**config.mk**
```make
export PLATFORM = sky130hd
export DESIGN_NAME = crt_timing_gen
export DESIGN_NICKNAME = d
export VERILOG_FILES = /design/src/rtl/crtg_pkg.sv /design/src/rtl/crtg_regs.sv /design/src/rtl/crtg_hcount.sv /design/src/rtl/crtg_vcount.sv /design/src/rtl/crtg_addr.sv /design/src/rtl/crt_timing_gen.sv
export SDC_FILE = /design/constraint.sdc
export NUM_CORES = 1
export LEC_CHECK = 0
export BUFFER_PORTS_ARGS = -buffer_cell sky130_fd_sc_hd__buf_2
export CORE_AREA = 2 2 106 129
export DETAILED_ROUTE_END_ITERATION = 6
export DIE_AREA = 0 0 108 131
export GPL_ROUTABILITY_DRIVEN = 0
export HOLD_SLACK_MARGIN = 0.12
export PLACE_DENSITY = 0.8
export SETUP_SLACK_MARGIN = 0.4
export SYNTH_ARGS = -nofsm -noshare
export SYNTH_HDL_FRONTEND = slang
export SYNTH_HIERARCHICAL = 1
export SYNTH_SLANG_ARGS = --single-unit
```
**constraint.sdc**
```tcl
create_clock -name clk -period 2.91 [get_ports clk]
set_clock_uncertainty 0.2 [all_clocks]
set_input_delay 0.291 -clock clk [delete_from_list [all_inputs] [get_ports clk]]
set_output_delay 0.291 -clock clk [all_outputs]
set_load 0.01 [all_outputs]
```
**src/rtl/crtg_pkg.sv**
```systemverilog
package crtg_pkg;
  parameter int HCW     = 8;   // horizontal counter width
  parameter int VRW     = 7;   // character row counter width
  parameter int SLW     = 5;   // scan line counter width
  parameter int MAW     = 14;  // memory address width
  parameter int HSWW    = 4;   // hsync width field
  parameter int VS_LINES = 16; // vsync length in scan lines
  localparam int VSCW   = $clog2(VS_LINES + 1);

  typedef enum logic [3:0] {
    SEL_HTOTAL = 4'd0,
    SEL_HDISP  = 4'd1,
    SEL_HSPOS  = 4'd2,
    SEL_HSWID  = 4'd3,
    SEL_VTOTAL = 4'd4,
    SEL_VDISP  = 4'd5,
    SEL_VSPOS  = 4'd6,
    SEL_MAXSL  = 4'd7,
    SEL_START  = 4'd8
  } cfg_sel_e;

  // next value of a counter that clears on exact match with its limit
  function automatic logic [HCW-1:0] hc_next(input logic [HCW-1:0] cnt,
                                             input logic [HCW-1:0] lim);
    return (cnt == lim) ? '0 : cnt + 1'b1;
  endfunction

  // row start advanced by one character row
  function automatic logic [MAW-1:0] row_advance(input logic [MAW-1:0] base,
                                                 input logic [HCW-1:0] disp);
    return base + MAW'(disp);
  endfunction
endpackage

```
**src/rtl/crtg_regs.sv**
```systemverilog
module crtg_regs
  import crtg_pkg::*;
#(
  parameter logic [HCW-1:0]  DEF_HTOTAL = 8'd63,
  parameter logic [HCW-1:0]  DEF_HDISP  = 8'd40,
  parameter logic [HCW-1:0]  DEF_HSPOS  = 8'd46,
  parameter logic [HSWW-1:0] DEF_HSWID  = 4'd14,
  parameter logic [VRW-1:0]  DEF_VTOTAL = 7'd38,
  parameter logic [VRW-1:0]  DEF_VDISP  = 7'd25,
  parameter logic [VRW-1:0]  DEF_VSPOS  = 7'd30,
  parameter logic [SLW-1:0]  DEF_MAXSL  = 5'd7,
  parameter logic [MAW-1:0]  DEF_START  = 14'h0000
)(
  input  logic            clk,
  input  logic            rst,
  input  logic            we,
  input  logic [3:0]      sel,
  input  logic [MAW-1:0]  wdata,
  output logic [HCW-1:0]  htotal,
  output logic [HCW-1:0]  hdisp,
  output logic [HCW-1:0]  hs_pos,
  output logic [HSWW-1:0] hs_wid,
  output logic [VRW-1:0]  vtotal,
  output logic [VRW-1:0]  vdisp,
  output logic [VRW-1:0]  vs_pos,
  output logic [SLW-1:0]  max_sl,
  output logic [MAW-1:0]  start_addr
);
  always_ff @(posedge clk) begin
    if (rst) begin
      htotal     <= DEF_HTOTAL;
      hdisp      <= DEF_HDISP;
      hs_pos     <= DEF_HSPOS;
      hs_wid     <= DEF_HSWID;
      vtotal     <= DEF_VTOTAL;
      vdisp      <= DEF_VDISP;
      vs_pos     <= DEF_VSPOS;
      max_sl     <= DEF_MAXSL;
      start_addr <= DEF_START;
    end else if (we) begin
      case (cfg_sel_e'(sel))
        SEL_HTOTAL: htotal     <= wdata[HCW-1:0];
        SEL_HDISP:  hdisp      <= wdata[HCW-1:0];
        SEL_HSPOS:  hs_pos     <= wdata[HCW-1:0];
        SEL_HSWID:  hs_wid     <= wdata[HSWW-1:0];
        SEL_VTOTAL: vtotal     <= wdata[VRW-1:0];
        SEL_VDISP:  vdisp      <= wdata[VRW-1:0];
        SEL_VSPOS:  vs_pos     <= wdata[VRW-1:0];
        SEL_MAXSL:  max_sl     <= wdata[SLW-1:0];
        SEL_START:  start_addr <= wdata;
        default: ;
      endcase
    end
  end
endmodule

```
**src/rtl/crtg_hcount.sv**
```systemverilog
module crtg_hcount
  import crtg_pkg::*;
(
  input  logic            clk,
  input  logic            rst,
  input  logic [HCW-1:0]  htotal,
  input  logic [HCW-1:0]  hdisp,
  input  logic [HCW-1:0]  hs_pos,
  input  logic [HSWW-1:0] hs_wid,
  output logic [HCW-1:0]  hc,
  output logic            line_end,
  output logic            hde,
  output logic            hsync
);
  logic [HSWW-1:0] hs_left;
  logic            hs_match;

  assign line_end = (hc == htotal);
  assign hde      = (hc < hdisp);
  assign hs_match = (hc == hs_pos) && (hs_wid != '0);
  assign hsync    = hs_match || (hs_left != '0);

  always_ff @(posedge clk) begin
    if (rst) begin
      hc      <= '0;
      hs_left <= '0;
    end else begin
      hc <= hc_next(hc, htotal);
      if (hs_match)             hs_left <= hs_wid - 1'b1;
      else if (hs_left != '0)   hs_left <= hs_left - 1'b1;
    end
  end


  hc_wrap_chk: assert property (@(posedge clk) disable iff (rst)
    line_end |=> (hc == '0));

  hsync_start_chk: assert property (@(posedge clk) disable iff (rst)
    $rose(hsync) |-> (hc == hs_pos));
endmodule

```
**src/rtl/crtg_vcount.sv**
```systemverilog
module crtg_vcount
  import crtg_pkg::*;
(
  input  logic           clk,
  input  logic           rst,
  input  logic           line_end,
  input  logic [VRW-1:0] vtotal,
  input  logic [VRW-1:0] vdisp,
  input  logic [VRW-1:0] vs_pos,
  input  logic [SLW-1:0] max_sl,
  output logic [SLW-1:0] sl,
  output logic           row_end,
  output logic           frame_end,
  output logic           vde,
  output logic           vsync
);
  logic [VRW-1:0]  row;
  logic [VRW-1:0]  row_nxt;
  logic [VSCW-1:0] vs_left;
  logic            vs_start;

  assign row_end   = line_end && (sl == max_sl);
  assign frame_end = row_end && (row == vtotal);
  assign row_nxt   = (row == vtotal) ? '0 : row + 1'b1;
  assign vs_start  = row_end && (row_nxt == vs_pos);
  assign vde       = (row < vdisp);
  assign vsync     = (vs_left != '0);

  always_ff @(posedge clk) begin
    if (rst) begin
      sl      <= '0;
      row     <= '0;
      vs_left <= '0;
    end else begin
      if (line_end) sl <= row_end ? '0 : sl + 1'b1;
      if (row_end)  row <= row_nxt;
      if (vs_start)                    vs_left <= VSCW'(VS_LINES);
      else if (line_end && vsync)      vs_left <= vs_left - 1'b1;
    end
  end


  sl_clear_chk: assert property (@(posedge clk) disable iff (rst)
    row_end |=> (sl == '0));

  frame_row_chk: assert property (@(posedge clk) disable iff (rst)
    frame_end |=> (row == '0));

  vsync_start_chk: assert property (@(posedge clk) disable iff (rst)
    $rose(vsync) |-> (sl == '0) && (row == vs_pos));
endmodule

```
**src/rtl/crtg_addr.sv**
```systemverilog
module crtg_addr
  import crtg_pkg::*;
(
  input  logic           clk,
  input  logic           rst,
  input  logic           line_end,
  input  logic           row_end,
  input  logic           frame_end,
  input  logic [HCW-1:0] hdisp,
  input  logic [MAW-1:0] start_addr,
  output logic [MAW-1:0] ma
);
  logic [MAW-1:0] row_start;
  logic [MAW-1:0] next_row;

  assign next_row = row_advance(row_start, hdisp);

  always_ff @(posedge clk) begin
    if (rst) begin
      row_start <= start_addr;
      ma        <= start_addr;
    end else if (frame_end) begin
      row_start <= start_addr;
      ma        <= start_addr;
    end else if (row_end) begin
      row_start <= next_row;
      ma        <= next_row;
    end else if (line_end) begin
      ma        <= row_start;
    end else begin
      ma        <= ma + 1'b1;
    end
  end


  ma_run_chk: assert property (@(posedge clk) disable iff (rst)
    !line_end |=> (ma == MAW'($past(ma) + 1'b1)));

  ma_return_chk: assert property (@(posedge clk) disable iff (rst)
    (line_end && !row_end) |=> (ma == $past(row_start)));
endmodule

```
**src/rtl/crt_timing_gen.sv**
```systemverilog
module crt_timing_gen
  import crtg_pkg::*;
#(
  parameter logic [HCW-1:0]  DEF_HTOTAL = 8'd63,
  parameter logic [HCW-1:0]  DEF_HDISP  = 8'd40,
  parameter logic [HCW-1:0]  DEF_HSPOS  = 8'd46,
  parameter logic [HSWW-1:0] DEF_HSWID  = 4'd14,
  parameter logic [VRW-1:0]  DEF_VTOTAL = 7'd38,
  parameter logic [VRW-1:0]  DEF_VDISP  = 7'd25,
  parameter logic [VRW-1:0]  DEF_VSPOS  = 7'd30,
  parameter logic [SLW-1:0]  DEF_MAXSL  = 5'd7,
  parameter logic [MAW-1:0]  DEF_START  = 14'h0000
)(
  input  logic           clk,
  input  logic           rst,
  input  logic           cfg_we,
  input  logic [3:0]     cfg_sel,
  input  logic [13:0]    cfg_wdata,
  output logic [13:0]    mem_addr,
  output logic [4:0]     row_addr,
  output logic           disp_en,
  output logic           hsync,
  output logic           vsync
);
  logic [HCW-1:0]  htotal, hdisp, hs_pos, hc;
  logic [HSWW-1:0] hs_wid;
  logic [VRW-1:0]  vtotal, vdisp, vs_pos;
  logic [SLW-1:0]  max_sl, sl;
  logic [MAW-1:0]  start_addr, ma;
  logic            line_end, row_end, frame_end, hde, vde;

  crtg_regs #(
    .DEF_HTOTAL(DEF_HTOTAL), .DEF_HDISP(DEF_HDISP), .DEF_HSPOS(DEF_HSPOS),
    .DEF_HSWID(DEF_HSWID), .DEF_VTOTAL(DEF_VTOTAL), .DEF_VDISP(DEF_VDISP),
    .DEF_VSPOS(DEF_VSPOS), .DEF_MAXSL(DEF_MAXSL), .DEF_START(DEF_START)
  ) u_regs (
    .clk(clk), .rst(rst), .we(cfg_we), .sel(cfg_sel), .wdata(cfg_wdata),
    .htotal(htotal), .hdisp(hdisp), .hs_pos(hs_pos), .hs_wid(hs_wid),
    .vtotal(vtotal), .vdisp(vdisp), .vs_pos(vs_pos), .max_sl(max_sl),
    .start_addr(start_addr)
  );

  crtg_hcount u_h (
    .clk(clk), .rst(rst), .htotal(htotal), .hdisp(hdisp), .hs_pos(hs_pos),
    .hs_wid(hs_wid), .hc(hc), .line_end(line_end), .hde(hde), .hsync(hsync)
  );

  crtg_vcount u_v (
    .clk(clk), .rst(rst), .line_end(line_end), .vtotal(vtotal),
    .vdisp(vdisp), .vs_pos(vs_pos), .max_sl(max_sl), .sl(sl),
    .row_end(row_end), .frame_end(frame_end), .vde(vde), .vsync(vsync)
  );

  crtg_addr u_a (
    .clk(clk), .rst(rst), .line_end(line_end), .row_end(row_end),
    .frame_end(frame_end), .hdisp(hdisp), .start_addr(start_addr), .ma(ma)
  );

  assign mem_addr = ma;
  assign row_addr = sl;
  assign disp_en  = hde && vde;


  de_area_chk: assert property (@(posedge clk) disable iff (rst)
    disp_en |-> (hc < hdisp));
endmodule

```
**Word-level counts from Yosys, hierarchy flattened**

Index checks and enable logic that the tools add are counted.

- Bits of input ports: 21
- Word-level logic and storage cells: 78
- Output and inout bits: 22
- Register bits after elaboration: 125

- Add/sub/neg operators: 8
- Order comparisons: 2
- Reductions and logical operators: 25
- Equality and inequality tests: 13
- Muxes and demuxes: 13

Operators by type and width:

| kind | number |
|---|---|
| $mux 14 | 7 |
| $reduce_and 2->1 | 9 |
| $eq 4x3->1 const B | 4 |
| $eq 8x8->1 | 2 |
| $mux 5 | 3 |
| $add 14x1->14 const B | 1 |
| $add 14x8->14 | 1 |
| $eq 7x7->1 | 2 |
| $add 8x1->8 const B | 1 |
| $eq 4x2->1 const B | 2 |
| $lt 8x8->1 | 1 |
| $mux 4 | 2 |
| $reduce_bool 4->1 | 2 |
| $sub 4x1->4 const B | 2 |
| $add 7x1->7 const B | 1 |
| $lt 7x7->1 | 1 |
| $mux 7 | 1 |
| $logic_and 1x1->1 | 6 |
| $add 5x1->5 const B | 1 |
| $eq 5x5->1 | 1 |
| $reduce_bool 5->1 | 1 |
| $sub 5x1->5 const B | 1 |
| $eq 4x1->1 const B | 1 |
| $eq 4x4->1 const B | 1 |
| 5 further kinds | 7 |

**Logic depth before layout (Yosys ltp)**

- Depth after elaboration: 5
- Depth in mapped cells: 14
- Gate-level depth less buffers: 11

**Cells and area by module**

The synthesis kept the hierarchy.

Modules (own cells, without submodules):

| module | cells an instance | area an instance (µm²) | sequential area each (µm²) | times used |
|---|---|---|---|---|
| crtg_regs | 254 | 2680.1 | 1361.3 | 1 |
| crtg_addr | 226 | 1959.4 | 700.7 | 1 |
| crtg_vcount | 166 | 1386.3 | 340.3 | 1 |
| crtg_hcount | 107 | 947.2 | 240.2 | 1 |
| crt_timing_gen | 1 | 6.3 | 0.0 | 1 |

**Least setup slack after synthesis**

No wires, ideal clock.

- Kind: reg2reg
- From: register u_h.hc[0]
- To: register u_a.ma[10]
- Data arrival time: 2.439 ns
- Period minus slack after synthesis: 2.779 ns
- Buffers on the path: 3
- Stages on the path, launching flop included: 15
- Data required time: 2.570 ns
- Library setup time: 0.140 ns
- Setup slack: 0.131 ns
- Path through: dfxtp_1 > buf_2 > xnor2_1 > nand4_1 > nor2_1 > nand3_1 > clkbuf_1 > nor2_1 > or2_2 > clkbuf_1 > nor2_2 > inv_1 > a21oi_1 > o32a_1 > a31oi_1

- Longest elaborated chain between the ends: 5
- Elaborated cells between the ends (all ways): 7
- Classes of those cells: eq/ne (1); mux (4); reduce/logical (2)

RTL lines:

| what | line | text |
|---|---|---|
| start: declaration | crtg_hcount.sv:10 | `output logic [HCW-1:0] hc,` |
| start signal: assignment | crtg_hcount.sv:28 | `hc <= hc_next(hc, htotal);` |
| $eq 8x8->1 | crtg_hcount.sv:18 | `assign line_end = (hc == htotal);` |
| net line_end | crt_timing_gen.sv:30 | `logic line_end, row_end, frame_end, hde, vde;` |
| $logic_and 1x1->1 | crtg_vcount.sv:22 | `assign row_end = line_end && (sl == max_sl);` |
| $logic_and 1x1->1 | crtg_vcount.sv:23 | `assign frame_end = row_end && (row == vtotal);` |
| net frame_end | crt_timing_gen.sv:30 |  |
| $mux 14 | crtg_addr.sv:22 | `end else if (frame_end) begin` |
| $mux 14 | crtg_addr.sv:19 | `if (rst) begin` |
| end signal: assignment | crtg_addr.sv:21 | `ma <= start_addr;` |
| end signal: assignment | crtg_addr.sv:24 | `ma <= start_addr;` |
| end signal: assignment | crtg_addr.sv:27 | `ma <= next_row;` |
| end: declaration | crtg_addr.sv:11 | `output logic [MAW-1:0] ma` |

The timed path passes the listed nets, and every way through them passes these cells.
A chain may end at the register's enable or synchronous reset.

**Final worst setup path**

- From: register u_a.row_start[0]
- To: register u_a.row_start[12], data pin

- Longest elaborated chain between the ends: 4

RTL lines:

| what | line | text |
|---|---|---|
| start: declaration | crtg_addr.sv:13 | `logic [MAW-1:0] row_start;` |
| start signal: assignment | crtg_addr.sv:20 | `row_start <= start_addr;` |
| start signal: assignment | crtg_addr.sv:23 | `row_start <= start_addr;` |
| start signal: assignment | crtg_addr.sv:26 | `row_start <= next_row;` |
| $add 14x8->14 | crtg_pkg.sv:31 | `return base + MAW'(disp);` |
| $mux 14 | crtg_addr.sv:25 | `end else if (row_end) begin` |
| $mux 14 | crtg_addr.sv:22 |  |
| $mux 14 | crtg_addr.sv:19 |  |

No other way between the ends. The select of a mux whose other input is x is not followed.

==> run summary <==
commonest non-fill, non-tap cell in the layout: dfxtp_1
via count: 5795
Final Setup Violations: 0
DR pass1 iterations: 5
die area: 14100 sq um
height of the die: 131 um
vias in the first global route: 5575
Num CTS Buffers: 17
CP peak stage delay: 0.40 ns
Inst Count DP: 948
dpl ws: 0.223 ns
Diodes inserted: 0
flops & latches, synth: 125
ANT nets after route: 0
IO buf count: 42
largest net degree at the start of global routing: 80
Skew-Pair Late Insertion Delay: 0.42 ns
DP HPWL: 11500 um
Slew @ Worst Pin: 0.709 ns
CP Class: reg2reg
RSZ-0062 raised after global routing: yes
post-route cell area: 8510 sq um
Post-Synthesis Cells: 754
worst-path fanout max: 2
Max Buffers Root-to-Sink: 2
Avg Cell Area, Syn: 9.26 sq um
Min-Delay Path Class: in2reg
YS warnings: 6
WL per Instance: 17.5 um
status: completed
Worst Setup Start Kind: register
Fin Hold WS: 0.180 ns
share of async-settable or async-resettable flops after synthesis: 0%
Top cell by count, worst path: a21oi_1
Power Total: 4.50 mW
fin cells: 1015
area share of the largest cell type after synthesis: 31.8%
VDD IR-drop max: 396 uV
Area Overhead vs Synth: 22.0%
Synth area leader: dfxtp_1
cell family with most CP delay: compound AO/OA/AOI/OAI gates
max cap viols: 0
accumulated negative setup slack: 0 ns
CTS tree: done
Buf/Inv on CP: 0
fmax: 390 MHz
Seq/Total Area, Yosys: 37.9%
residual DRC count: 0
Synth Net Count: 804
CP cell instances: ha_2, fa_2, a211oi_4, nor3_4, o31ai_4, a21oi_1, xnor2_2, a21oi_1
Setup WS post-layout: 0.347 ns
Rows: 46
Hold Violations, Final: 0
Ports: 43
first-pass GRT wire length: 27500 um
Final period util: 88.1%
die width: 108 um
Final Net Count: 884
max-slew violation count: 0
layout cells sized above 1: 20.2%
clock transition at the registers of the reported paths: 0.05 ns
GRT Util Overall: 25.3%
Fillers: 1001
most frequent cells in the layout: dfxtp_1, nor2_1, mux2i_1
DRT iter0 DRCs: 339
Post-Synthesis Cell Area: 6980 sq um
Setup crit end kind: register
final core area utilization: 65.7%
CTS sink count: 125
initial antenna violation count: 0
post-synthesis cell type count: 78
Slew headroom: 52.5%
DRT Wirelength: 17800 um
Core Area: 12900 sq um
GR Overflow Total: 0
Power Dens Cells: 528 nW/um^2
initial core utilization: 53.9%
Worst Path Arrival: 2.50 ns
Critical Path RT: 2.84 ns
Clock Root Buffer: clkbuf_16
leakage: 3.64 nW
Vias/cell: 5.71
synth top area cells: dfxtp_1, mux2i_1, edfxtp_1
Period minus WS final: 2.56 ns
Crit-path slowest cell: edfxtp_1
Post-synth EDFFs: 14
CTS H-tree depth: 4
prevailing post-synth register cell: dfxtp_1
Placed Area: 7420 sq um
## path summary, 6_finish.rpt
kind	from	endpoint	slack, ns	depth (start not counted)
hold reg to reg	u_regs/vdisp[1]$_SDFFE_PP0P_	u_regs/vdisp[1]$_SDFFE_PP0P_	0.28	2
hold / removal	cfg_we	u_regs/vtotal[3]$_SDFFE_PP0P_	0.18	4
setup / recovery	u_a/row_start[0]$_DFFE_PP_	u_a/row_start[12]$_DFFE_PP_	0.35	8
setup reg to reg	u_a/row_start[0]$_DFFE_PP_	u_a/row_start[12]$_DFFE_PP_	0.35	8
## registers in the layout, summed over array words and instances, names as in the netlist, 5 cells and up
| name | count |
|---|---|
| u_regs/htotal | 8 |
| u_regs/vdisp | 7 |
| u_regs/vtotal | 7 |
| u_regs/hdisp | 8 |
| u_regs/start_addr | 14 |
| u_v/vs_left | 5 |
| u_v/sl | 5 |
| u_regs/hs_pos | 8 |
| u_h/hc | 8 |
| u_v/row | 7 |
| u_regs/vs_pos | 7 |
| u_regs/max_sl | 5 |
| u_a/row_start | 14 |
| u_a/ma | 14 |
## cell type report
cell class / count / area, sq um / area share [%]
Inverter: 22 / 86.3 / 1.01
Sequential cell: 125 / 2660 / 31.2
Multi-Input combinational cell: 571 / 4230 / 49.7
Clock inverter: 6 / 42.5 / 0.500
Clock buffer: 26 / 563 / 6.61
Tap cell: 168 / 210 / 2.47
Timing Repair Buffer: 97 / 722 / 8.48
## report_power, final
part | internal [mW] | leakage, nW | switching [mW] | total, mW
combinational | 0.242 | 2.29 | 0.273 | 0.515
clock | 1.34 | 0.302 | 0.769 | 2.10
sequential | 1.81 | 1.05 | 0.0660 | 1.88
total | 3.39 | 3.64 | 1.11 | 4.50
## cell families (layout without fill, tap and decap cells)
group | count (synthesis) | after routing | share of synthesized area, %
and+or+nand+nor | 285 | 285 | 22.2
DFF | 125 | 125 | 37.9
AOI/OAI and AO/OA | 110 | 110 | 10.8
muxes | 79 | 79 | 11.5
xor gates and xnor gates | 68 | 68 | 8.86
buffers and inverters | 58 | 151 | 3.57
adders and majority gates | 29 | 29 | 5.31
## cells in the mapped netlist, types with 7 or more instances
cell and number:
edfxtp_1 14, a21oi_1 37, dfxtp_1 111, ha_1 28, buf_2 10, nor3_1 9
o21ai_0 23, nand4_1 11, xor2_1 33, mux2i_1 75, and3_1 12, xnor2_1 32
clkbuf_1 22, nand2b_1 61, nand3_1 18, nor2_1 78, inv_1 22, nor2b_1 7
a211oi_1 9, nand2_1 42
## worst min-delay path, cell delays in order
cell      delay, ns
buf_2          0.11
nand3b_1       0.10
nor3_1         0.11
mux2i_1        0.13
## timing repair
item	CTS	global route
hold buffers	15	0
pin swaps	18	11
endpoints found under the setup margin	25	53
cloned	0	1
buffers inserted	8	11
endpoints found under the hold margin	44	0
gates resized for setup	23	17
## metal layers
metal	wire, um	global-route usage [%]	vias up
li1	-	-	2800
met1	7570	30.4	2770
met2	8910	45.1	187
met3	828	4.61	38
met4	470	9.28	0
met5	0	0	-
No activity file was read; power rests on OpenSTA's default activity.
